$ cat config.mk
export PLATFORM = sky130hd
export DESIGN_NAME = dshot_telem_dec
export DESIGN_NICKNAME = d
export VERILOG_FILES = /design/src/rtl/dshot_telem_pkg.sv /design/src/rtl/dshot_run_acc.sv /design/src/rtl/dshot_gcr_dec.sv /design/src/rtl/dshot_telem_dec.sv
export SDC_FILE = /design/constraint.sdc
export NUM_CORES = 1
export LEC_CHECK = 0
export ABC_CLOCK_PERIOD_IN_PS = 6000
export CORE_MARGIN = 2
export CORE_UTILIZATION = 60
export CTS_CLUSTER_SIZE = 20
export DETAILED_ROUTE_END_ITERATION = 6
export PLACE_DENSITY = 0.81
export SLEW_MARGIN = 30
export SYNTH_ARGS = -nofsm -noshare
export SYNTH_HDL_FRONTEND = slang
export SYNTH_SLANG_ARGS = --single-unit
$ cat constraint.sdc
create_clock -name clk_i -period 6 [get_ports clk_i]
set_input_delay 1.2 -clock clk_i [delete_from_list [all_inputs] [get_ports clk_i]]
set_output_delay 1.2 -clock clk_i [all_outputs]
set_load 0.05 [all_outputs]
$ cat src/rtl/dshot_telem_pkg.sv
package dshot_telem_pkg;
  localparam int FRAME_BITS = 21;
  localparam int CODE_BITS  = FRAME_BITS - 1;
  localparam int GROUPS     = 4;
  localparam int CNT_BITS   = 5;

  // returns {ok, nibble}
  function automatic logic [4:0] gcr_to_nib(input logic [4:0] code);
    unique case (code)
      5'h19: gcr_to_nib = 5'h10;
      5'h1B: gcr_to_nib = 5'h11;
      5'h12: gcr_to_nib = 5'h12;
      5'h13: gcr_to_nib = 5'h13;
      5'h1D: gcr_to_nib = 5'h14;
      5'h15: gcr_to_nib = 5'h15;
      5'h16: gcr_to_nib = 5'h16;
      5'h17: gcr_to_nib = 5'h17;
      5'h1A: gcr_to_nib = 5'h18;
      5'h09: gcr_to_nib = 5'h19;
      5'h0A: gcr_to_nib = 5'h1A;
      5'h0B: gcr_to_nib = 5'h1B;
      5'h1E: gcr_to_nib = 5'h1C;
      5'h0D: gcr_to_nib = 5'h1D;
      5'h0E: gcr_to_nib = 5'h1E;
      5'h0F: gcr_to_nib = 5'h1F;
      default: gcr_to_nib = 5'h00;
    endcase
  endfunction
endpackage

$ cat src/rtl/dshot_run_acc.sv
module dshot_run_acc
  import dshot_telem_pkg::*;
#(
  parameter int TS_W = 16,
  parameter int OSR  = 8
) (
  input  logic                 clk_i,
  input  logic                 rst_ni,
  input  logic                 edge_vld_i,
  input  logic [TS_W-1:0]      edge_time_i,
  input  logic                 clear_i,
  output logic [CODE_BITS-1:0] word_o,
  output logic                 len_err_o
);
  localparam int HALF = OSR / 2;
  localparam int LW   = TS_W + 1;

  logic                 have_q, err_q;
  logic [TS_W-1:0]      prev_q;
  logic [CNT_BITS-1:0]  bits_q, room;
  logic [CODE_BITS-1:0] val_q;
  logic [TS_W-1:0]      gap;
  logic [LW-1:0]        run_len;
  logic [CNT_BITS-1:0]  run_sh;
  logic                 bad_run, take, full;

  assign gap     = edge_time_i - prev_q;  // modulo 2^TS_W
  assign run_len = ({1'b0, gap} + LW'(HALF)) / LW'(OSR);
  assign run_sh  = run_len[CNT_BITS-1:0];
  assign room    = CNT_BITS'(FRAME_BITS) - bits_q;
  assign full    = (bits_q == CNT_BITS'(FRAME_BITS));
  assign bad_run = (run_len == '0) || (run_len > LW'(room));
  assign take    = edge_vld_i && !clear_i && !err_q && !full;

  always_ff @(posedge clk_i or negedge rst_ni) begin
    if (!rst_ni) begin
      have_q <= 1'b0;
      err_q  <= 1'b0;
      prev_q <= '0;
      bits_q <= '0;
      val_q  <= '0;
    end else if (clear_i) begin
      have_q <= 1'b0;
      err_q  <= 1'b0;
      prev_q <= '0;
      bits_q <= '0;
      val_q  <= '0;
    end else if (take) begin
      have_q <= 1'b1;
      prev_q <= edge_time_i;
      if (have_q) begin
        if (bad_run) begin
          err_q <= 1'b1;
        end else begin
          val_q  <= (val_q << run_sh) | (CODE_BITS'(1) << (run_sh - CNT_BITS'(1)));
          bits_q <= bits_q + run_sh;
        end
      end
    end
  end

  // bit 20 (leading one) is implicit; the inferred last run fills the frame
  always_comb begin
    if (full) word_o = val_q;
    else      word_o = (val_q << room) | (CODE_BITS'(1) << (room - CNT_BITS'(1)));
  end
  assign len_err_o = err_q;
endmodule

$ cat src/rtl/dshot_gcr_dec.sv
module dshot_gcr_dec
  import dshot_telem_pkg::*;
(
  input  logic [CODE_BITS-1:0] word_i,
  output logic [15:0]          data_o,
  output logic                 code_ok_o,
  output logic                 csum_ok_o
);
  logic [GROUPS-1:0] grp_ok;
  logic [15:0]       x1, x2;

  for (genvar g = 0; g < GROUPS; g++) begin : g_grp
    logic [4:0] res;
    assign res            = gcr_to_nib(word_i[5*g +: 5]);
    assign grp_ok[g]      = res[4];
    assign data_o[4*g +: 4] = res[3:0];
  end

  assign code_ok_o = &grp_ok;
  assign x1        = data_o ^ (data_o >> 8);
  assign x2        = x1 ^ (x1 >> 4);
  assign csum_ok_o = (x2[3:0] == 4'hF);
endmodule

$ cat src/rtl/dshot_telem_dec.sv
module dshot_telem_dec
  import dshot_telem_pkg::*;
#(
  parameter int TS_W  = 16,
  parameter int OSR   = 8,
  parameter int CNT_W = 6
) (
  input  logic             clk_i,
  input  logic             rst_ni,
  input  logic             edge_vld_i,
  input  logic [TS_W-1:0]  edge_time_i,
  input  logic             frame_end_i,
  input  logic [CNT_W-1:0] edge_cnt_i,
  output logic             done_o,
  output logic             valid_o,
  output logic             no_resp_o,
  output logic             len_err_o,
  output logic             code_err_o,
  output logic             csum_err_o,
  output logic [11:0]      payload_o
);
  logic [CODE_BITS-1:0] word;
  logic [15:0]          data;
  logic                 acc_err, code_ok, csum_ok;
  logic                 nr_n, le_n, ce_n, cs_n, ok_n;

  dshot_run_acc #(.TS_W(TS_W), .OSR(OSR)) u_acc (
    .clk_i      (clk_i),
    .rst_ni     (rst_ni),
    .edge_vld_i (edge_vld_i),
    .edge_time_i(edge_time_i),
    .clear_i    (frame_end_i),
    .word_o     (word),
    .len_err_o  (acc_err)
  );

  dshot_gcr_dec u_dec (
    .word_i   (word),
    .data_o   (data),
    .code_ok_o(code_ok),
    .csum_ok_o(csum_ok)
  );

  assign nr_n = (edge_cnt_i == '0);
  assign le_n = !nr_n && acc_err;
  assign ce_n = !nr_n && !acc_err && !code_ok;
  assign cs_n = !nr_n && !acc_err && code_ok && !csum_ok;
  assign ok_n = !nr_n && !acc_err && code_ok && csum_ok;

  always_ff @(posedge clk_i or negedge rst_ni) begin
    if (!rst_ni) begin
      done_o     <= 1'b0;
      valid_o    <= 1'b0;
      no_resp_o  <= 1'b0;
      len_err_o  <= 1'b0;
      code_err_o <= 1'b0;
      csum_err_o <= 1'b0;
      payload_o  <= 12'hFFF;
    end else begin
      done_o     <= frame_end_i;
      valid_o    <= frame_end_i && ok_n;
      no_resp_o  <= frame_end_i && nr_n;
      len_err_o  <= frame_end_i && le_n;
      code_err_o <= frame_end_i && ce_n;
      csum_err_o <= frame_end_i && cs_n;
      if (frame_end_i) payload_o <= ok_n ? data[15:4] : 12'hFFF;
    end
  end
endmodule

# Word level (Yosys, flattened, before mapping)
# Memory sizes are Yosys's and may differ from the RTL's.
# Cells that the tools add are included.
# totals
ff_bits	61
rom_bits	640
input_bits	26
out_inout_bits	18
mem_count	4
# mem_list
name	depth	word_bits	read_ports	rd_ports_with_merged_regs	write_ports	line_no	text
(no name shown)	32	5	1	0	0	dshot_telem_pkg.sv:9	unique case (code)
(no name shown)	32	5	1	0	0	dshot_telem_pkg.sv:9	
(no name shown)	32	5	1	0	0	dshot_telem_pkg.sv:9	
(no name shown)	32	5	1	0	0	dshot_telem_pkg.sv:9	
# op_classes
addsub	6
n_lt_le_gt_ge	1
n_eq_ne	3
n_shift	4
mux	18
bitwise_logic	4
n_reduce_logical	29
# ops
op	n
$mux W20	5
$or A20 B20 Y20	2
$shl A1 B5 Y20 const A	2
$shl A20 B5 Y20	2
$mux W16	2
$mux W5	4
$add A16 B3 Y17 const B	1
$logic_not A17 Y1	1
$sub A16 B16 Y16	1
$gt A14 B5 Y1	1
$logic_and A1 B1 Y1	14
$mux W12	1
$sub A5 B1 Y5 const B	2
$xor A8 B8 Y8	1
$logic_not A1 Y1	6
$logic_not A6 Y1	1
$mux W1	6
$reduce_and A3 Y1	2
$reduce_bool A2 Y1	3
$add A5 B5 Y5	1
$eq A5 B5 Y1 const B	1
$sub A5 B5 Y5 const A	1
$eq A4 B4 Y1 const B	1
$reduce_and A4 Y1	1
other kinds (3)	3

# Logic depth before layout (Yosys ltp)
# An unclocked memory read counts as a cell.
# logic_depth
word_depth	12
depth_mapped	24
ltp_nobuf	19

# Cells and area by module
# A second synthesis with hierarchy kept.
# unflattened
cells_unflattened	948
hier_area_um2	7335.8
# by_module_without_submodules
mod	n_inst	cells_per_inst	area_each_um2	seq_area_each_um2
dshot_run_acc	1	762	5714.2	1076.0
dshot_gcr_dec	1	115	862.1	0.0
dshot_telem_dec	1	71	759.5	465.4

# Least setup slack after synthesis
# Ideal clock, no wire load.
# synth_timing
path_kind	input to register
start	input edge_time_i[1]
end	register u_acc.bits_q[3]
t_arrival_ps	5929
required_time_ps	5868
path_slack_ps	-60
path_stages	22
path_buffers	4
path_cell_list	ha_1 a21o_1 a21oi_1 xnor2_1 ha_1 xor3_1 clkbuf_1 clkbuf_1 ha_1 nor2b_1 o21a_1 o21a_1 o21a_1 o22ai_1 o2111ai_1 a2111oi_0 nor3b_1 nor4bb_1 buf_2 buf_2 mux2i_1 nor2_1
# synth_via
elab_chain_cells	7
word_cells_on_any_way	12
cone_classes	add/sub (3); order compare (1); eq/ne (1); mux (4); reduce/logical (3)
# synth_lines
item	line_no	text
start: declaration	dshot_telem_dec.sv:11	input logic [TS_W-1:0] edge_time_i,
$sub A16 B16 Y16 (*)	dshot_run_acc.sv:27	assign gap = edge_time_i - prev_q;
$add A16 B3 Y17 (*)	dshot_run_acc.sv:28	assign run_len = ({1'b0, gap} + LW'(HALF)) / LW'(OSR);
parallel branches: the longest is 5 deep, another holds $gt A14 B5 Y1	n/a	
end signal: assignment	dshot_run_acc.sv:56	bits_q <= bits_q + run_sh;
end: declaration	dshot_run_acc.sv:20	logic [CNT_BITS-1:0] bits_q, room;
# Mark *: on every way between the ends. The select of a mux whose other input is x is not followed.
# A chain may end at the register's enable or synchronous reset.

# Worst setup path after layout
# layout_timing
start	input edge_time_i[1]
end	register u_acc.val_q[1]
# layout_via
elab_chain_cells	9
word_cells_on_any_way	15
cone_classes	add/sub (3); order compare (1); eq/ne (1); shift (2); mux (4); bitwise (1); reduce/logical (3)
# layout_lines
item	line_no	text
$sub A16 B16 Y16 (*)	dshot_run_acc.sv:27	
$add A16 B3 Y17 (*)	dshot_run_acc.sv:28	
$sub A5 B1 Y5	dshot_run_acc.sv:55	val_q <= (val_q << run_sh) | (CODE_BITS'(1) << (run_sh - CNT_BITS'(1)));
$shl A1 B5 Y20	dshot_run_acc.sv:55	
$or A20 B20 Y20	dshot_run_acc.sv:55	
$mux W20	dshot_run_acc.sv:52	if (bad_run) begin
$mux W20	dshot_run_acc.sv:51	if (have_q) begin
$mux W20	dshot_run_acc.sv:48	end else if (take) begin
$mux W20	dshot_run_acc.sv:42	end else if (clear_i) begin
end signal: assignment	dshot_run_acc.sv:55	
end: declaration	dshot_run_acc.sv:21	logic [CODE_BITS-1:0] val_q;
# Mark *: on every way between the ends. The rest lies on a longest branch, timed or not. The select of a mux whose other input is x is not followed.

==> impl_results.md <==
- Root Buffer: clkbuf_16
- RSZ-0062 raised after global routing: no
- Final Instance Count excl. Fillers: slightly above 1000
- Setup Skew: roughly 0.0070 ns
- Initial antenna violation count: 0
- GP Congestion: ~1.0
- Fin. Hold Viols: 0
- First-pass detailed-route iteration total: 6
- Worst-path cell chain: clkdlybuf4s50_1, ha_1, a21o_1, a21oi_1, xnor2_1, ha_1, xor3_1, ha_1, nor2b_1, o21a_1, o21a_1, o21a_1, o22ai_1, o2111ai_1, a2111oi_2, nor3b_1, nor4bb_4, buf_12, mux2_2, nor2_1
- Status: finished, final reports clean
- Buf/Inv on CP: 2
- Leak: 0.003098 uW
- Final WL: around 21000 um
- Synth Cell Area: 0.006935 mm2
- Max H-tree Level: 3
- Slew headroom: 33.70%
- I/O Buffers: between 40 and 50
- CTS buffer count: 9
- Crit path capture type: flop
- Layout net count: between 900 and 1000
- Commonest non-fill, non-tap cell in the layout: nand2_1
- # DRC: 0
- Post-synthesis register bit count: 61
- Area grow syn2layout: 11.42%
- Fmax: about 170 MHz
- Seq/Total Area, Yosys: between 20% and 30%
- Layout cell share with drive strength beyond 1: roughly 12%
- Clock transition at the registers of the reported paths: 0.06 ns
- Main synth FF type: dfrtp_1
- Yosys top cell area share: 17.68%
- Max incr delay on CP: 0.43 ns
- Syn Inst Count: roughly 850
- Min cycle time layout: roughly 5.7 ns
- Sink Count: approximately 60
- Setup Fix Bufs, Post-CTS: 0
- Number of synthesized flops with an enable pin: 0
- Routed Antenna Nets: 0
- Post-synth top area cell: dfrtp_1
- WP data arrival: around 6.0 ns
- Worst Tran Pin Value: 0.9945 ns
- Vias per cell: approximately 6.9
- CP required: 6.27 ns
- GRT Total Usage: between 30% and 40%
- Max cap viols: 0
- CP Max Fanout: 28
- Io pins: between 40 and 50
- Slowest-stage cell, CP: clkdlybuf4s50_1
- Starting DRT DRC Count: between 700 and 800
- Die height: about 110 um
- Crit share post-route: around 96%
- Worst-skew pair later-pin latency: between 0.3 and 0.4 ns
- Largest net degree at the start of global routing: a little over 60
- VDD IR max: 207.5 uV
- Fillers: 908
- Met3 Usage GRT: 7.077%
- Yosys cell types: 86
- Most frequent cells in the layout: 95 x nand2_1, 87 x nor2_1, 61 x a21oi_1, 49 x dfrtp_1, 48 x mux2i_1
- Detail Placement HPWL: ~15000 um
- Die width: ~110 um
- Final Max Slew Viols: 0
- Syn_nets: 919
- Most Crowded Layer GR: met2
- Met1 Use GR: ~47%
- Post-Syn Area per Cell: roughly 8.1 um2
- Vias: approximately 7000
- # setup viols final: 0
- Core Area: about 0.011 mm2
- Die area: 0.01243 mm2
- Area contributors post-synth: dfrtp_1 18%, ha_1 7.0%, mux2i_1 6.9%
- Cell family with most CP delay: compound AO/OA/AOI/OAI gates
- Worst hold path type: flop to flop
- # diodes: 0
- Power Density: just over 200 mW/mm2
- First-pass GRT wire length: approximately 35000 um
- FP Rows: 39
- Routed length per instance: 21.20 um
- CTS tree: yes
- Reg2reg setup slack: 1.07 ns
- Async set-reset flop share out of synthesis: between 90% and 100%
- Initial Util: between 60 and 70%
- Cells after DPL: between 900 and 1000
- YS warnings: 0
- Total grt overflow: 0
- Longest Clk Path Bufs: 2
- Crit path kind: input pin to flop
- Total power: 1577 uW
- Worst Setup Start Kind: input pin
- Number of global-route vias before repair: a little under 7000
- Met2 usage: between 50% and 60%
[metal layers]
layer / vias to the layer above / wire (um)
met5: - / 0
met1: 3352 / 8856
li1: 3144 / -
met2: 391 / 9925
met3: 80 / 1888
met4: 0 / 737
[kinds of logic after synthesis]
group                      after synthesis  share of synthesized area [%]
muxes                                   76                          14.72
DFF                                     61                          22.23
adders and majority gates               40                          7.325
xor gates and xnor gates                34                          4.817
and+or+nand+nor                        290                          19.52
AOI/OAI and AO/OA                      248                          24.99
buffers and inverters                  104                          6.404
[flip-flops by register name, summed over array words and instances (netlist names)]
register	count
code_err_o	1
csum_err_o	1
done_o	1
len_err_o	1
no_resp_o	1
payload_o	12
u_acc.bits_q	5
u_acc.have_q	1
u_acc.len_err_o	1
u_acc.prev_q	16
u_acc.val_q	20
valid_o	1
[through the flow]
step / worst slack (ns) / hold WS (ns) / util (%) / cell area [um2] / setup TNS [ns]
finish: 0.2637 / 0.4908 / 67.97 / 7727 / 0
global route: 0.03543 / 0.5089 / 67.97 / 7727 / 0
CTS: 0.2346 / 0.4891 / 67.91 / 7721 / 0
detailed placement: -0.04871 / 0.4814 / 65.27 / 7421 / -0.06748
global placement: 0.2089 / 0.4748 / 65.21 / 7415 / 0
floorplan: 0.06122 / 0.4661 / - / 6937 / 0
[worst reg2reg max path, stage by stage (launching register included)]
cell	delay (ns)
dfrtp_1	0.44
inv_1	0.18
ha_1	0.65
buf_4	0.35
mux4_2	0.35
mux2_2	0.30
a21oi_1	0.15
a211oi_1	0.09
a211oi_1	0.73
or4b_1	0.25
o211a_2	0.20
xnor2_1	0.12
xnor3_1	0.39
and4b_4	0.48
a31oi_2	0.14
[cell usage after synthesis, types with 4 or more instances]
cell	n
a31oi_1	12
a32oi_1	8
a21o_1	9
o2bb2ai_1	7
nor2_1	87
inv_1	40
mux2i_1	48
nor3_1	16
nand2b_1	11
a211o_1	6
nor3b_1	7
o22ai_1	18
clkbuf_1	40
and3_1	7
mux4_2	20
dfstp_2	12
o21a_1	5
o21ai_0	32
a31oi_2	8
o21bai_1	6
mux2_2	8
buf_2	10
nor2b_1	12
and2_1	9
xnor2_1	19
nand4_1	4
nand3_1	19
xor2_1	12
nand2_1	95
o211ai_1	6
a22oi_1	8
a21oi_1	61
ha_1	39
dfrtp_1	49
a211oi_1	16
[worst paths after layout]
| kind | to | cells after the start | start |
|---|---|---|---|
| max | u_acc.val_q[1] | 20 | edge_time_i[1] |
| max in group asynchronous | u_acc.prev_q[14] | 2 | rst_ni |
| max reg2reg | payload_o[3] | 14 | u_acc.bits_q[1] |
| min reg2reg | payload_o[8] | 2 | payload_o[8] |
| min | payload_o[8] | 2 | payload_o[8] |
| min in group asynchronous | u_acc.prev_q[2] | 2 | rst_ni |
[timing repair]
item | CTS | global route
setup endpoints to repair | 0 | 23
hold buffers | 0 | 0
gates resized for setup | 0 | 2
[final cells by class]
cell class,count,area (um2),area share (%)
well taps,143,178.9,2.315
inverters,43,161.4,2.089
multi-input cells,688,4992,64.60
clock buffers,9,225.2,2.915
clock inverters,7,75.07,0.9715
flip-flops and latches,61,1541,19.95
repair buffers,59,553.0,7.157
[report_power, final]
part | leakage (uW) | switching, uW | internal [uW]
combinational | 0.00215 | 383 | 240
clock | 0.000150 | 205 | 323
sequential | 0.000795 | 5.15 | 421
(Power assumes the default switching activity.)
